[config.mk]
export PLATFORM = sky130hd
export DESIGN_NAME = raster_timing_gen
export DESIGN_NICKNAME = d
export VERILOG_FILES = /design/src/rtl/raster_pkg.sv /design/src/rtl/raster_counter.sv /design/src/rtl/timing_window.sv /design/src/rtl/raster_regs.sv /design/src/rtl/raster_timing_gen.sv
export SDC_FILE = /design/constraint.sdc
export NUM_CORES = 1
export LEC_CHECK = 0
export ABC_CLOCK_PERIOD_IN_PS = 6300
export BUFFER_PORTS_ARGS = -buffer_cell sky130_fd_sc_hd__buf_2
export CORE_MARGIN = 5
export CORE_UTILIZATION = 45
export CTS_CLUSTER_DIAMETER = 100
export CTS_CLUSTER_SIZE = 24
export DETAILED_ROUTE_END_ITERATION = 7
export PLACE_DENSITY_LB_ADDON = 0.05
export RECOVER_POWER = 50
export REMOVE_ABC_BUFFERS = 1
export SYNTH_ARGS = -nofsm -noshare
export SYNTH_HDL_FRONTEND = slang
export SYNTH_SLANG_ARGS = --single-unit
export TNS_END_PERCENT = 20
[constraint.sdc]
create_clock -name clk -period 6.3 [get_ports clk]
set_input_delay 0.945 -clock clk [delete_from_list [all_inputs] [get_ports clk]]
set_output_delay 0.945 -clock clk [all_outputs]
set_load 0.01 [all_outputs]
[src/rtl/raster_pkg.sv]
package raster_pkg;

  localparam int unsigned REG_AW     = 4;
  localparam int unsigned DATA_W     = 32;
  localparam int unsigned NUM_WIN    = 8;
  localparam int unsigned WIN_BASE   = 2;
  localparam int unsigned HI_LSB     = 16;
  localparam int unsigned FREEZE_BIT = 31;

  typedef enum logic [REG_AW-1:0] {
    SEL_TOTALS  = 4'd0,
    SEL_COUNT   = 4'd1,
    SEL_HSYNC   = 4'd2,
    SEL_VSYNC   = 4'd3,
    SEL_HBLANK  = 4'd4,
    SEL_VBLANK  = 4'd5,
    SEL_HPIX    = 4'd6,
    SEL_VPIX    = 4'd7,
    SEL_HCMAP   = 4'd8,
    SEL_VCMAP   = 4'd9,
    SEL_SCAN    = 4'd10,
    SEL_SCAN_HW = 4'd11
  } reg_sel_e;

  // window membership: start inclusive, stop exclusive, wrap when start > stop
  function automatic logic win_hit(input logic [15:0] pos,
                                   input logic [15:0] on_at,
                                   input logic [15:0] off_at);
    logic hit;
    if (on_at == off_at)     hit = 1'b0;
    else if (on_at < off_at) hit = (pos >= on_at) && (pos < off_at);
    else                     hit = (pos >= on_at) || (pos < off_at);
    return hit;
  endfunction

  // one counter step with wrap at or beyond the last position
  function automatic logic [15:0] step_pos(input logic [15:0] pos,
                                           input logic [15:0] last);
    return (pos >= last) ? 16'd0 : pos + 16'd1;
  endfunction

endpackage

[src/rtl/raster_counter.sv]
module raster_counter
  import raster_pkg::*;
#(
  parameter int unsigned CW = 12
) (
  input  logic          clk,
  input  logic          rst_n,
  input  logic [CW-1:0] max_x,
  input  logic [CW-1:0] max_y,
  input  logic          parked,
  input  logic          frozen,
  input  logic          restart,
  output logic [CW-1:0] h_cnt,
  output logic [CW-1:0] v_cnt,
  output logic [CW-1:0] h_nxt,
  output logic [CW-1:0] v_nxt,
  output logic          frame_wrap
);

  logic advance;
  logic h_last;
  logic v_last;

  assign advance = !parked && !frozen;
  assign h_last  = (h_cnt >= max_x);
  assign v_last  = (v_cnt >= max_y);

  always_comb begin
    h_nxt = h_cnt;
    v_nxt = v_cnt;
    if (restart) begin
      h_nxt = '0;
      v_nxt = '0;
    end else if (advance) begin
      h_nxt = CW'(step_pos(16'(h_cnt), 16'(max_x)));
      if (h_last) v_nxt = CW'(step_pos(16'(v_cnt), 16'(max_y)));
    end
  end

  assign frame_wrap = advance && !restart && h_last && v_last;

  always_ff @(posedge clk or negedge rst_n) begin
    if (!rst_n) begin
      h_cnt <= '0;
      v_cnt <= '0;
    end else begin
      h_cnt <= h_nxt;
      v_cnt <= v_nxt;
    end
  end

  p_freeze_hold_r3: assert property (@(posedge clk) disable iff (!rst_n)
    frozen && !restart |=> (h_cnt == $past(h_cnt)) && (v_cnt == $past(v_cnt)));

  p_restart_origin_r3: assert property (@(posedge clk) disable iff (!rst_n)
    restart |=> (h_cnt == '0) && (v_cnt == '0));

  p_line_wrap_r1: assert property (@(posedge clk) disable iff (!rst_n)
    advance && !restart && h_last |=> (h_cnt == '0));

  p_frame_origin_r1: assert property (@(posedge clk) disable iff (!rst_n)
    frame_wrap |=> (h_cnt == '0) && (v_cnt == '0));

  p_park_hold_r2: assert property (@(posedge clk) disable iff (!rst_n)
    parked && !restart |=> $stable(h_cnt) && $stable(v_cnt));

endmodule

[src/rtl/timing_window.sv]
module timing_window
  import raster_pkg::*;
#(
  parameter int unsigned CW = 12
) (
  input  logic              clk,
  input  logic              rst_n,
  input  logic              we,
  input  logic [DATA_W-1:0] wdata,
  input  logic              load,
  input  logic [CW-1:0]     pos_nxt,
  output logic [DATA_W-1:0] rd_val,
  output logic              win_out
);

  logic [CW-1:0] pend_on, pend_off;
  logic [CW-1:0] act_on, act_off;
  logic [CW-1:0] on_sel, off_sel;

  assign on_sel  = load ? pend_on  : act_on;
  assign off_sel = load ? pend_off : act_off;

  always_ff @(posedge clk or negedge rst_n) begin
    if (!rst_n) begin
      pend_on  <= '1;
      pend_off <= '1;
      act_on   <= '1;
      act_off  <= '1;
      win_out  <= 1'b0;
    end else begin
      if (load) begin
        act_on  <= pend_on;
        act_off <= pend_off;
      end
      if (we) begin
        pend_on  <= wdata[CW-1:0];
        pend_off <= wdata[HI_LSB +: CW];
      end
      win_out <= win_hit(16'(pos_nxt), 16'(on_sel), 16'(off_sel));
    end
  end

  always_comb begin
    rd_val = '0;
    rd_val[CW-1:0]       = pend_on;
    rd_val[HI_LSB +: CW] = pend_off;
  end

  logic unused_wdata;
  assign unused_wdata = ^{wdata[HI_LSB-1:CW], wdata[DATA_W-1:HI_LSB+CW]};

  p_empty_low_r6: assert property (@(posedge clk) disable iff (!rst_n)
    (act_on == act_off) |-> !win_out);

  p_hold_until_load_r7: assert property (@(posedge clk) disable iff (!rst_n)
    !load |=> (act_on == $past(act_on)) && (act_off == $past(act_off)));

  p_readback_r7: assert property (@(posedge clk) disable iff (!rst_n)
    we |=> (rd_val[CW-1:0] == $past(wdata[CW-1:0])));

endmodule

[src/rtl/raster_regs.sv]
module raster_regs
  import raster_pkg::*;
#(
  parameter int unsigned CW = 12
) (
  input  logic                           clk,
  input  logic                           rst_n,
  input  logic                           we,
  input  logic [REG_AW-1:0]              addr,
  input  logic [DATA_W-1:0]              wdata,
  output logic [DATA_W-1:0]              rdata,
  input  logic                           frame_wrap,
  input  logic [CW-1:0]                  h_cnt,
  input  logic [CW-1:0]                  v_cnt,
  input  logic [NUM_WIN-1:0][DATA_W-1:0] win_rd,
  output logic [CW-1:0]                  max_x,
  output logic [CW-1:0]                  max_y,
  output logic                           parked,
  output logic                           frozen,
  output logic                           restart,
  output logic [NUM_WIN-1:0]             win_we
);

  reg_sel_e sel;
  logic     scan_en;
  logic     scan_hw;

  assign sel     = reg_sel_e'(addr);
  assign parked  = (max_x == '0) && (max_y == '0);
  assign restart = we && (sel == SEL_COUNT) && !wdata[FREEZE_BIT];

  for (genvar i = 0; i < NUM_WIN; i++) begin : g_dec
    assign win_we[i] = we && (addr == REG_AW'(WIN_BASE + i));
  end

  always_ff @(posedge clk or negedge rst_n) begin
    if (!rst_n) begin
      max_x   <= '0;
      max_y   <= '0;
      frozen  <= 1'b0;
      scan_en <= 1'b0;
      scan_hw <= 1'b0;
    end else begin
      if (frame_wrap) scan_hw <= scan_en;
      if (we) begin
        case (sel)
          SEL_TOTALS: begin
            max_x <= wdata[CW-1:0];
            max_y <= wdata[HI_LSB +: CW];
          end
          SEL_COUNT: frozen  <= wdata[FREEZE_BIT];
          SEL_SCAN:  scan_en <= wdata[0];
          default: ;
        endcase
      end
    end
  end

  always_comb begin
    rdata = '0;
    case (sel)
      SEL_TOTALS: begin
        rdata[CW-1:0]       = max_x;
        rdata[HI_LSB +: CW] = max_y;
      end
      SEL_COUNT: begin
        rdata[CW-1:0]       = h_cnt;
        rdata[HI_LSB +: CW] = v_cnt;
        rdata[FREEZE_BIT]   = frozen;
      end
      SEL_HSYNC, SEL_VSYNC, SEL_HBLANK, SEL_VBLANK,
      SEL_HPIX, SEL_VPIX, SEL_HCMAP, SEL_VCMAP:
        rdata = win_rd[addr - REG_AW'(WIN_BASE)];
      SEL_SCAN:    rdata[0] = scan_en;
      SEL_SCAN_HW: rdata[0] = scan_hw;
      default: rdata = '0;
    endcase
  end

  logic unused_wdata;
  assign unused_wdata = ^{wdata[FREEZE_BIT-1:HI_LSB+CW], wdata[HI_LSB-1:CW]};

  p_shadow_stable_r8: assert property (@(posedge clk) disable iff (!rst_n)
    !frame_wrap |=> $stable(scan_hw));

  p_shadow_copy_r8: assert property (@(posedge clk) disable iff (!rst_n)
    frame_wrap |=> (scan_hw == $past(scan_en)));

  p_restart_unfreezes_r3: assert property (@(posedge clk) disable iff (!rst_n)
    restart |=> !frozen);

  p_single_window_write_r4: assert property (@(posedge clk) disable iff (!rst_n)
    $onehot0(win_we));

endmodule

[src/rtl/raster_timing_gen.sv]
module raster_timing_gen
  import raster_pkg::*;
#(
  parameter int unsigned CW = 12
) (
  input  logic              clk,
  input  logic              rst_n,
  input  logic              reg_we,
  input  logic [REG_AW-1:0] reg_addr,
  input  logic [DATA_W-1:0] reg_wdata,
  output logic [DATA_W-1:0] reg_rdata,
  output logic              hsync,
  output logic              vsync,
  output logic              hblank,
  output logic              vblank,
  output logic              hpix_en,
  output logic              vpix_en,
  output logic              hcmap_win,
  output logic              vcmap_win
);

  logic [CW-1:0]                  max_x, max_y;
  logic                           parked, frozen, restart;
  logic [CW-1:0]                  h_cnt, v_cnt, h_nxt, v_nxt;
  logic                           frame_wrap;
  logic                           cmp_load;
  logic [NUM_WIN-1:0]             win_we;
  logic [NUM_WIN-1:0]             win_bus;
  logic [NUM_WIN-1:0][DATA_W-1:0] win_rd;

  raster_regs #(.CW(CW)) regs_i (
    .clk        (clk),
    .rst_n      (rst_n),
    .we         (reg_we),
    .addr       (reg_addr),
    .wdata      (reg_wdata),
    .rdata      (reg_rdata),
    .frame_wrap (frame_wrap),
    .h_cnt      (h_cnt),
    .v_cnt      (v_cnt),
    .win_rd     (win_rd),
    .max_x      (max_x),
    .max_y      (max_y),
    .parked     (parked),
    .frozen     (frozen),
    .restart    (restart),
    .win_we     (win_we)
  );

  raster_counter #(.CW(CW)) cnt_i (
    .clk        (clk),
    .rst_n      (rst_n),
    .max_x      (max_x),
    .max_y      (max_y),
    .parked     (parked),
    .frozen     (frozen),
    .restart    (restart),
    .h_cnt      (h_cnt),
    .v_cnt      (v_cnt),
    .h_nxt      (h_nxt),
    .v_nxt      (v_nxt),
    .frame_wrap (frame_wrap)
  );

  // compare pairs move to the active set at a frame wrap, or at once when stopped
  assign cmp_load = frame_wrap || parked || frozen;

  for (genvar i = 0; i < NUM_WIN; i++) begin : g_win
    logic [CW-1:0] pos_sel;
    if (i % 2 == 0) begin : g_horiz
      assign pos_sel = h_nxt;
    end else begin : g_vert
      assign pos_sel = v_nxt;
    end
    timing_window #(.CW(CW)) win_i (
      .clk     (clk),
      .rst_n   (rst_n),
      .we      (win_we[i]),
      .wdata   (reg_wdata),
      .load    (cmp_load),
      .pos_nxt (pos_sel),
      .rd_val  (win_rd[i]),
      .win_out (win_bus[i])
    );
  end

  assign hsync     = win_bus[0];
  assign vsync     = win_bus[1];
  assign hblank    = win_bus[2];
  assign vblank    = win_bus[3];
  assign hpix_en   = win_bus[4];
  assign vpix_en   = win_bus[5];
  assign hcmap_win = win_bus[6];
  assign vcmap_win = win_bus[7];

  p_vert_steady_in_line_r4: assert property (@(posedge clk) disable iff (!rst_n)
    !cmp_load && !restart && (v_nxt == v_cnt) |=> $stable(vsync) && $stable(vblank)
      && $stable(vpix_en) && $stable(vcmap_win));

endmodule

==> results.md, run 1 <==
- Final Critical Period: ~5.2 ns
- Sink Count: around 440
- Clock Skews: just over 0.03 ns
- Worst-Margin Slew: around 3.3 ns
- Setup CP Type: in -> reg
- Synth Cell Area: approximately 26000 sq um
- Post-Route WL: around 80000 um
- ANT nets after route: 0
- Dpl hpwl: about 60000 um
- Run status: complete, but fails checks
- Pin count of the biggest net entering global routing: 148
- FILL cells: between 5000 and 6000
- First-pass GRT wire length: ~120000 um
- Rel. slew slack: -1.17
- Reg-to-reg endpoint: g_win[7].win_i.win_out
- Vias in the first global route: 17918
- Remaining global-route overflow: 0
- Layout area overhead: 8.39%
- Post-Syn Instances: 2172
- Dpl cells: approximately 3000
- Initial detailed-routing violation count: about 1200
- Initial Util: 0.455
- H-tree levels: 1
- PortBufs: between 60 and 70
- Skew-Pair Late Insertion Delay: around 0.6 ns
- R2R depth: 20
- Pint: 8230 uW
- Worst path cell trace: clkbuf_1, nand2b_1, or3_1, nand2_1, o22ai_2, a21oi_4, buf_12, buf_4, mux2_2, ha_1, a21o_1, a21oi_1, nor2b_1, o21ai_0, nand2b_1, a21oi_1, nor2_1, a2111oi_0, o21ai_1
- Syn Area/Cell: 12.1 sq um
- Die area: 63400 sq um
- WP buf/inv: 3
- R2r setup slk: 1.11 ns
- #FFs+latches synth: roughly 440
- Async S/R FF share, synth: 1.00
- Final routed DRC violation total: 0
- CTS tree: done
- PD cells: a little under 500 nW/um^2
- Slew Viols, Final: 385
- Drt pass-1 iters: 6
- Final hold vios: 0
- Seq/Total Area, Yosys: 0.440
- Worst setup SP type: input pin
- VDD IR-drop max: about 0.00023 V
- Std cell rows: slightly below 90
- Max incr delay on CP: ~0.43 ns
- Fin crit share: 0.825
- Post-synth EDFFs: 0
- Most common cell after layout, fill and taps aside: dfstp_2
- Setup violators final: 0
- Leakage: approximately 0.014 uW
- Comb pwr share: 0.483
- Failing checks: capacitance limit, slew limit
- Non-filler instance count after layout: about 3000
- Final net count: 2597
- Fmax: a little under 200 MHz
- Core box area: between 50000 and 60000 sq um
- CP startpoint: reg_addr[1]
- Clk pwr share: 0.135
- Crit path to: g_win[2].win_i.win_out
- WL/cell: ~26 um
- CP Data Arrival Time: approximately 5.7 ns
- Worst min-delay path class: reg -> reg
- Sw power: 5590 uW
- Resize count post-CTS: 0
- WP depth: 19
- Final cell utilization of the core: 0.493
- Postcts setup bufs: 0
- Clock Tree Buf Depth: 3
- CP Max Fanout: 43
- Die Wd: 252 um
- Routability cong.: roughly 0.92
- Num CTS Buffers: 25
- Clock Tree Root: clkbuf_16
- Max-Cap Viols: 5
- Num ports: slightly below 80
- Share of cells above drive strength 1: 0.398
- Via count: 17558
- Critical path's top delay family: compound AO/OA/AOI/OAI gates
- Via-per-instance ratio: around 5.8
- Post-CTS Hold Fix Bufs: 0
- Count of different cell masters after synthesis: between 60 and 70
- Synth Flop Type: dfstp_2
- Initial antenna violation count: 2
- Hold wc startpoint: regs_i.scan_hw
- Reg2Reg Launch Point: cnt_i.h_cnt[0]
- Setup crit end kind: flip-flop
- RSZ-0062 raised after global routing: no
- Overall routing resource usage: 0.247
- Critical Path RT: roughly 6.8 ns
- Sw Ratio: 0.404
- Crit-path slowest cell: clkbuf_1
- Die H: between 200 and 300 um
- Share of power burned in registers: 0.381
- Worst-path clk slew: 0.10 ns
- Synth warn: 0
- Most frequent cells in the layout: dfstp_2 (384), ha_1 (307), mux2_2 (297)
state kept, by name, summed over array words and instances, names as in the netlist, 8 cells and up:
name / flops
g_win.win_i.act_off: 96
g_win.win_i.act_on: 96
g_win.win_i.pend_off: 96
g_win.win_i.pend_on: 96
cnt_i.h_cnt: 12
cnt_i.v_cnt: 12
regs_i.max_x: 12
regs_i.max_y: 12
g_win.win_i.win_out: 8
stage by stage:
stage	cell area, sq um	total power [uW]	hold slack (ns)	setup TNS, ns	worst slack, ns
floorplan	25900	9510	0.480	-100.96	-2.29
CTS	28500	13900	0.482	0	1.11
finish	28500	13800	0.531	0	1.10
global placement	27700	11800	0.496	0	0.816
detailed placement	27700	12000	0.508	0	0.761
global route	28500	14900	0.538	0	0.574
Yosys cell counts (25+ instances only):
cell,n,share of area
a21o_1,55,0.016
a21oi_1,84,0.016
clkbuf_1,37,0.0053
dfrtp_1,59,0.056
dfstp_2,384,0.38
ha_1,307,0.15
inv_1,220,0.031
mux2_2,297,0.13
mux2i_1,134,0.051
mux4_2,48,0.041
nand2_1,51,0.0073
nand2b_1,35,0.0083
nand4_1,43,0.010
nor2_1,56,0.0080
nor2b_1,25,0.0059
o21ai_0,86,0.016
metal layers:
metal / vias up / wire [um] / global-route usage
li1: 8038 / - / -
met1: 9043 / 38800 / 0.375
met2: 369 / 34500 / 0.372
met3: 108 / 3100 / 0.0242
met4: 0 / 3260 / 0.0839
met5: - / 0 / 0
kinds of logic after synthesis:
family / share of synthesized area
flops: 0.440
buf+inv: 0.0468
mux: 0.222
xor+xnor: 0.00333
other cells: 0.000143
simple gates: 0.0607
fa+ha+maj: 0.146
compound gates: 0.0816
worst min path at each step:
stage	endpoint	cells after the start
finish	regs_i.scan_hw	1
detailed placement	regs_i.scan_hw	1
global route	regs_i.scan_hw	1
global placement	regs_i.scan_hw	1
floorplan	regs_i.scan_hw	1
CTS	cnt_i.h_cnt[1]	1
power groups by stage:
stage / clock network (uW) / logic, uW / registers (uW)
CTS: 1930 / 6750 / 5250
floorplan: 0 / 4650 / 4860
detailed placement: 0 / 6710 / 5290
finish: 1870 / 6680 / 5270
global route: 2030 / 7510 / 5370
global placement: 0 / 6520 / 5260
cell type report:
type	count	area (sq um)	area share
sequential	443	11600	0.406
clock inverter	9	92.6	0.00325
antenna	2	5.00	0.000176
inverter	220	826	0.0290
multi-input combinational	1438	13500	0.475
timing repair buffer	123	803	0.0282
clock buffer	36	708	0.0248
tap	765	957	0.0336
Note: power is estimated with default switching activity, not from simulation.
==> run 2, diff against run 1 <==
Settings changed: ABC_CLOCK_PERIOD_IN_PS 6300 to 4500.
Clock period 6.3 ns to 4.5 ns, I/O delays scaled along.
==> results.md, run 2 (synthesis results as in run 1) <==
- Final hold vios: 0
- Via count: ~19000
- PortBufs: 64
- Sink Count: 443
- Reg2Reg Launch Point: regs_i.max_x[9]
- PD cells: between 600 and 700 nW/um^2
- WL/cell: around 25 um
- Post-CTS Hold Fix Bufs: 0
- Fmax: about 220 MHz
- Most common cell after layout, fill and taps aside: dfstp_2
- R2R depth: 22
- Crit-path slowest cell: dfrtp_1
- Overall routing resource usage: 0.261
- CTS tree: done
- Die H: 252 um
- H-tree levels: 1
- Final Critical Period: 4.45 ns
- Setup crit end kind: flip-flop
- Num ports: just under 80
- Via-per-instance ratio: roughly 5.6
- Initial detailed-routing violation count: between 1000 and 1500
- Final cell utilization of the core: 0.546
- Most frequent cells in the layout: dfstp_2 (384), buf_4 (334), ha_1 (304)
- CP Max Fanout: 6
- Vias in the first global route: roughly 19000
- Die Wd: approximately 250 um
- Non-filler instance count after layout: 3349
- Pin count of the biggest net entering global routing: around 120
- Power, Total: roughly 22000 uW
- Dpl cells: about 3300
- CP startpoint: regs_i.max_x[9]
- DP Worst Slack: -0.361 ns
- ANT nets after route: 0
- Worst min-delay path class: in -> reg
- Final net count: 2912
- Skew-Pair Late Insertion Delay: approximately 0.59 ns
- Critical Path RT: roughly 5.0 ns
- Rel. slew slack: -1.15
- Post-Route WL: 84800 um
- Routability cong.: 0.935
- RSZ-0062 raised after global routing: yes
- Initial Util: 0.455
- Setup violators final: 0
- Clock Tree Root: clkbuf_16
- Clock Tree Buf Depth: 3
- Leakage: approximately 0.015 uW
- Worst-path clk slew: ~0.11 ns
- Setup ws final: ~0.053 ns
- VDD IR-drop max: 0.000362 V
- Std cell rows: between 80 and 90
- First-pass GRT wire length: between 100000 and 150000 um
- Worst setup SP type: flip-flop
- Slew Viols, Final: between 100 and 150
- Drt pass-1 iters: 5
- Most frequent CP cell: a21o_1
- Run status: complete, but fails checks
- Layout area overhead: 20.1%
- Core box area: a little under 60000 sq um
- Remaining global-route overflow: 0
- Max incr delay on CP: 0.41 ns
- Reg-to-reg endpoint: g_win[0].win_i.win_out
- Worst path cell trace: inv_2, ha_4, a21o_1, a21o_1, a211o_1, a21o_4, a21oi_4, buf_12, buf_4, buf_16, mux2_4, ha_1, nand2b_1, a21o_1, a21o_1, a21oi_1, buf_4, o211ai_1, a31o_2, a21o_1, o21ai_1, a21oi_1
- Post-DP Area: between 20000 and 30000 sq um
- Dpl hpwl: 64000 um
- Clock Skews: approximately 0.022 ns
- Die area: ~63000 sq um
- Num CTS Buffers: 25
- Hold wc startpoint: reg_wdata[31]
- Failing checks: capacitance limit, slew limit
- R2r setup slk: between 0.05 and 0.06 ns
- Max-Cap Viols: 2
- Fin crit share: 0.988
- Hold Path End: regs_i.frozen
- Hold Path Depth: 2
- CP Data Arrival Time: ~5 ns
- Share of cells above drive strength 1: 0.495
- Worst-Margin Slew: around 3.2 ns
- Final non-filler cell area: 31600 sq um
- Initial antenna violation count: 6
- Final routed DRC violation total: 0
- Setup CP Type: reg -> reg
-- run 2: changes by cell type in the layout (fill, tap and decap cells not counted), moves of 8 or more --
cell / change
buf_6: +8
o21ai_0: -18
buf_4: +282
o21ai_1: +16
buf_12: +8
mux2i_1: -8
a21oi_1: -18
a21oi_2: +16
-- run 2: worst max-delay path by stage --
stage	end	cells after the start
after CTS	g_win[1].win_i.win_out	19
after global routing	g_win[1].win_i.win_out	22
final	g_win[0].win_i.win_out	22
after floorplan	g_win[7].win_i.win_out	16
after detailed placement	g_win[1].win_i.win_out	18
after global placement	g_win[1].win_i.win_out	20
-- run 2: critical path: cells and delay by family (launching register included) --
kind | cells | cell delay (ns)
adder cells (fa/ha/maj) | 2 | 0.47
buffers and inverters | 5 | 0.70
AND/OR/NAND/NOR | 1 | 0.14
flip-flops | 1 | 0.41
multiplexers | 1 | 0.31
AO/OA/AOI/OAI | 13 | 2.29
-- run 2: per-layer routing --
metal	track usage	vias to the layer above	part of all wire
met2	0.406	392	0.45
met5	0	-	0
met3	0.0377	100	0.043
met1	0.380	9645	0.47
li1	-	8680	-
met4	0.0823	0	0.036
-- run 2: stage by stage --
| stage | hold WS (ns) | TNS, ns |
|---|---|---|
| 2_1_floorplan | 0.379 | -406.96 |
| 3_3_place_gp | 0.490 | -2.06 |
| 3_5_place_dp | 0.509 | -2.32 |
| 4_1_cts | 0.220 | 0 |
| 5_1_grt | 0.391 | -0.133 |
| 6_report | 0.406 | 0 |
-- run 2: final cells by class --
cell class              count  area, sq um
flip-flops and latches    443        11600
clock buffers              34          679
repair buffers            438         3550
fillers                  5065        26200
multi-input cells        1438        13900
clock inverters             9         97.6
well taps                 765          957
diodes                      2         5.00
inverters                 220          826
-- run 2: timing repair --
item / in CTS / in global routing
resized for setup: 30 / 91
cloned: 6 / 2
pin swaps: 3 / 32
setup endpoints to repair: 8 / 8
setup buffers: 2 / 25
-- run 2: report_power, final --
group / total (uW) / switching [uW] / internal [uW] / leakage [uW]
registers: 7320 / 999 / 6320 / 0.00477
logic: 12100 / 6050 / 6040 / 0.0101
clock network: 2560 / 1460 / 1100 / 0.000374
==> run 3, diff against run 2 <==
Settings changed: CORE_UTILIZATION 45 to 55.
==> results.md, run 3 (synthesis results as in run 1) <==
- Power, Total: about 21000 uW
- Vias in the first global route: ~19000
- Most frequent CP cell: a21o_1
- Final Critical Period: 4.37 ns
- Worst setup SP type: flip-flop
- WP buf/inv: 4
- Worst path cell trace: inv_2, ha_4, a21o_1, a21o_1, a211o_1, a21o_4, a21oi_4, buf_6, buf_6, buf_12, mux2_2, ha_1, nand2b_1, a21o_1, a21o_1, a211o_1, a21oi_2, o31ai_1, o221ai_1, nand2_1, and3_1
- Clock Skews: 0.0190 ns
- Leakage: 0.0148 uW
- WP depth: 21
- Die area: between 50000 and 60000 sq um
- VDD IR-drop max: approximately 0.00045 V
- Worst-path clk slew: 0.11 ns
- Dpl hpwl: about 60000 um
- Clock Tree Buf Depth: 3
- Routability cong.: a little over 0.9
- CP Max Fanout: 11
- Critical Path RT: 4.97 ns
- Skew-Pair Late Insertion Delay: a little under 0.6 ns
- Post-Route WL: between 70000 and 80000 um
- Crit-path slowest cell: dfrtp_1
- ANT cells: 0
- Slew Viols, Final: 429
- Worst min-delay path class: in -> reg
- Initial detailed-routing violation count: 1501
- Num CTS Buffers: 22
- Most frequent cells in the layout: dfstp_2 (384), ha_1 (306), buf_4 (300)
- Overall routing resource usage: 0.300
- Final non-filler cell area: roughly 30000 sq um
- Die H: 229 um
- Setup crit end kind: flip-flop
- WL/cell: roughly 25 um
- First-pass GRT wire length: roughly 120000 um
- Failing checks: capacitance limit, slew limit
- Pin count of the biggest net entering global routing: 79
- Die Wd: 229 um
- Final net count: ~2900
- Initial Util: 0.553
- Most common cell after layout, fill and taps aside: dfstp_2
- Final hold vios: 0
- Final routed DRC violation total: 0
- Std cell rows: 80
- Share of cells above drive strength 1: 0.473
- Rel. slew slack: -0.407
- R2R depth: 21
- Max-Cap Viols: 7
- Max incr delay on CP: about 0.40 ns
- Sink Count: about 440
- Worst-Margin Slew: 2.11 ns
- PD cells: 692 nW/um^2
- ANT nets after route: 0
- Clock Tree Root: clkbuf_16
- CTS tree: done
- H-tree levels: 1
- Fmax: 229 MHz
- Hold Path Depth: 2
- Initial antenna violation count: 3
- Critical path's top delay family: compound AO/OA/AOI/OAI gates
- Fin crit share: 0.972
- Via-per-instance ratio: 5.96
- Core box area: around 48000 sq um
- RSZ-0062 raised after global routing: yes
- Num ports: 79
- Drt pass-1 iters: 5
- CP Data Arrival Time: between 4 and 5 ns
- Via count: about 19000
- Setup violators final: 0
- Remaining global-route overflow: 0
- Post-CTS Hold Fix Bufs: 0
- Setup CP Type: reg -> reg
- Layout area overhead: 15.8%
- PortBufs: 64
- Post-DP Area: between 20000 and 30000 sq um
- Run status: complete, but fails checks
## run 3: metal layers
layer | wire [um] | track usage
met3 | 3780 | 0.0350
met5 | 0 | 0
met2 | 35600 | 0.472
met4 | 3120 | 0.0976
met1 | 36600 | 0.436
## run 3: final cells by class
cell class,count,area (sq um)
Tap cell,615,769
Clock buffer,33,613
Clock inverter,3,42.5
Fill cell,3802,17100
Multi-Input combinational cell,1438,13700
Sequential cell,443,11600
Timing Repair Buffer,388,2900
Inverter,220,826
## run 3: path summary, 6_finish.rpt
check | from | end | slack (ns)
setup / recovery | regs_i.max_x[9] | g_win[3].win_i.win_out | 0.13
hold reg to reg | regs_i.scan_hw | regs_i.scan_hw | 0.53
min in group asynchronous | rst_n | cnt_i.h_cnt[1] | 0.71
max in group asynchronous | rst_n | cnt_i.v_cnt[0] | 0.97
setup reg to reg | regs_i.max_x[9] | g_win[3].win_i.win_out | 0.13
hold / removal | reg_wdata[31] | regs_i.frozen | 0.41
## run 3: through the flow
stage	setup TNS (ns)	hold slack [ns]	setup slack, ns	util	cells
4_1_cts	-0.00263	0.116	-0.00263	0.636	3130
6_report	0	0.408	0.125	0.641	3140
5_1_grt	-0.0974	0.398	-0.0476	0.641	3140
3_3_place_gp	-1.20	0.495	-0.191	0.621	3091
3_5_place_dp	-1.47	0.512	-0.206	0.621	3091
2_1_floorplan	-406.96	0.379	-3.82	-	2101
## run 3: power by group
group | internal (uW) | switching, uW
clock | 1010 | 1340
sequential | 6320 | 1010
combinational | 5620 | 5770
## run 3: repair_timing
item / 4_1_cts / 5_1_grt
setup buffers: 2 / 10
gates resized for setup: 14 / 46
endpoints found under the setup margin: 8 / 8
gates cloned: 1 / 0
pin swaps: 2 / 13
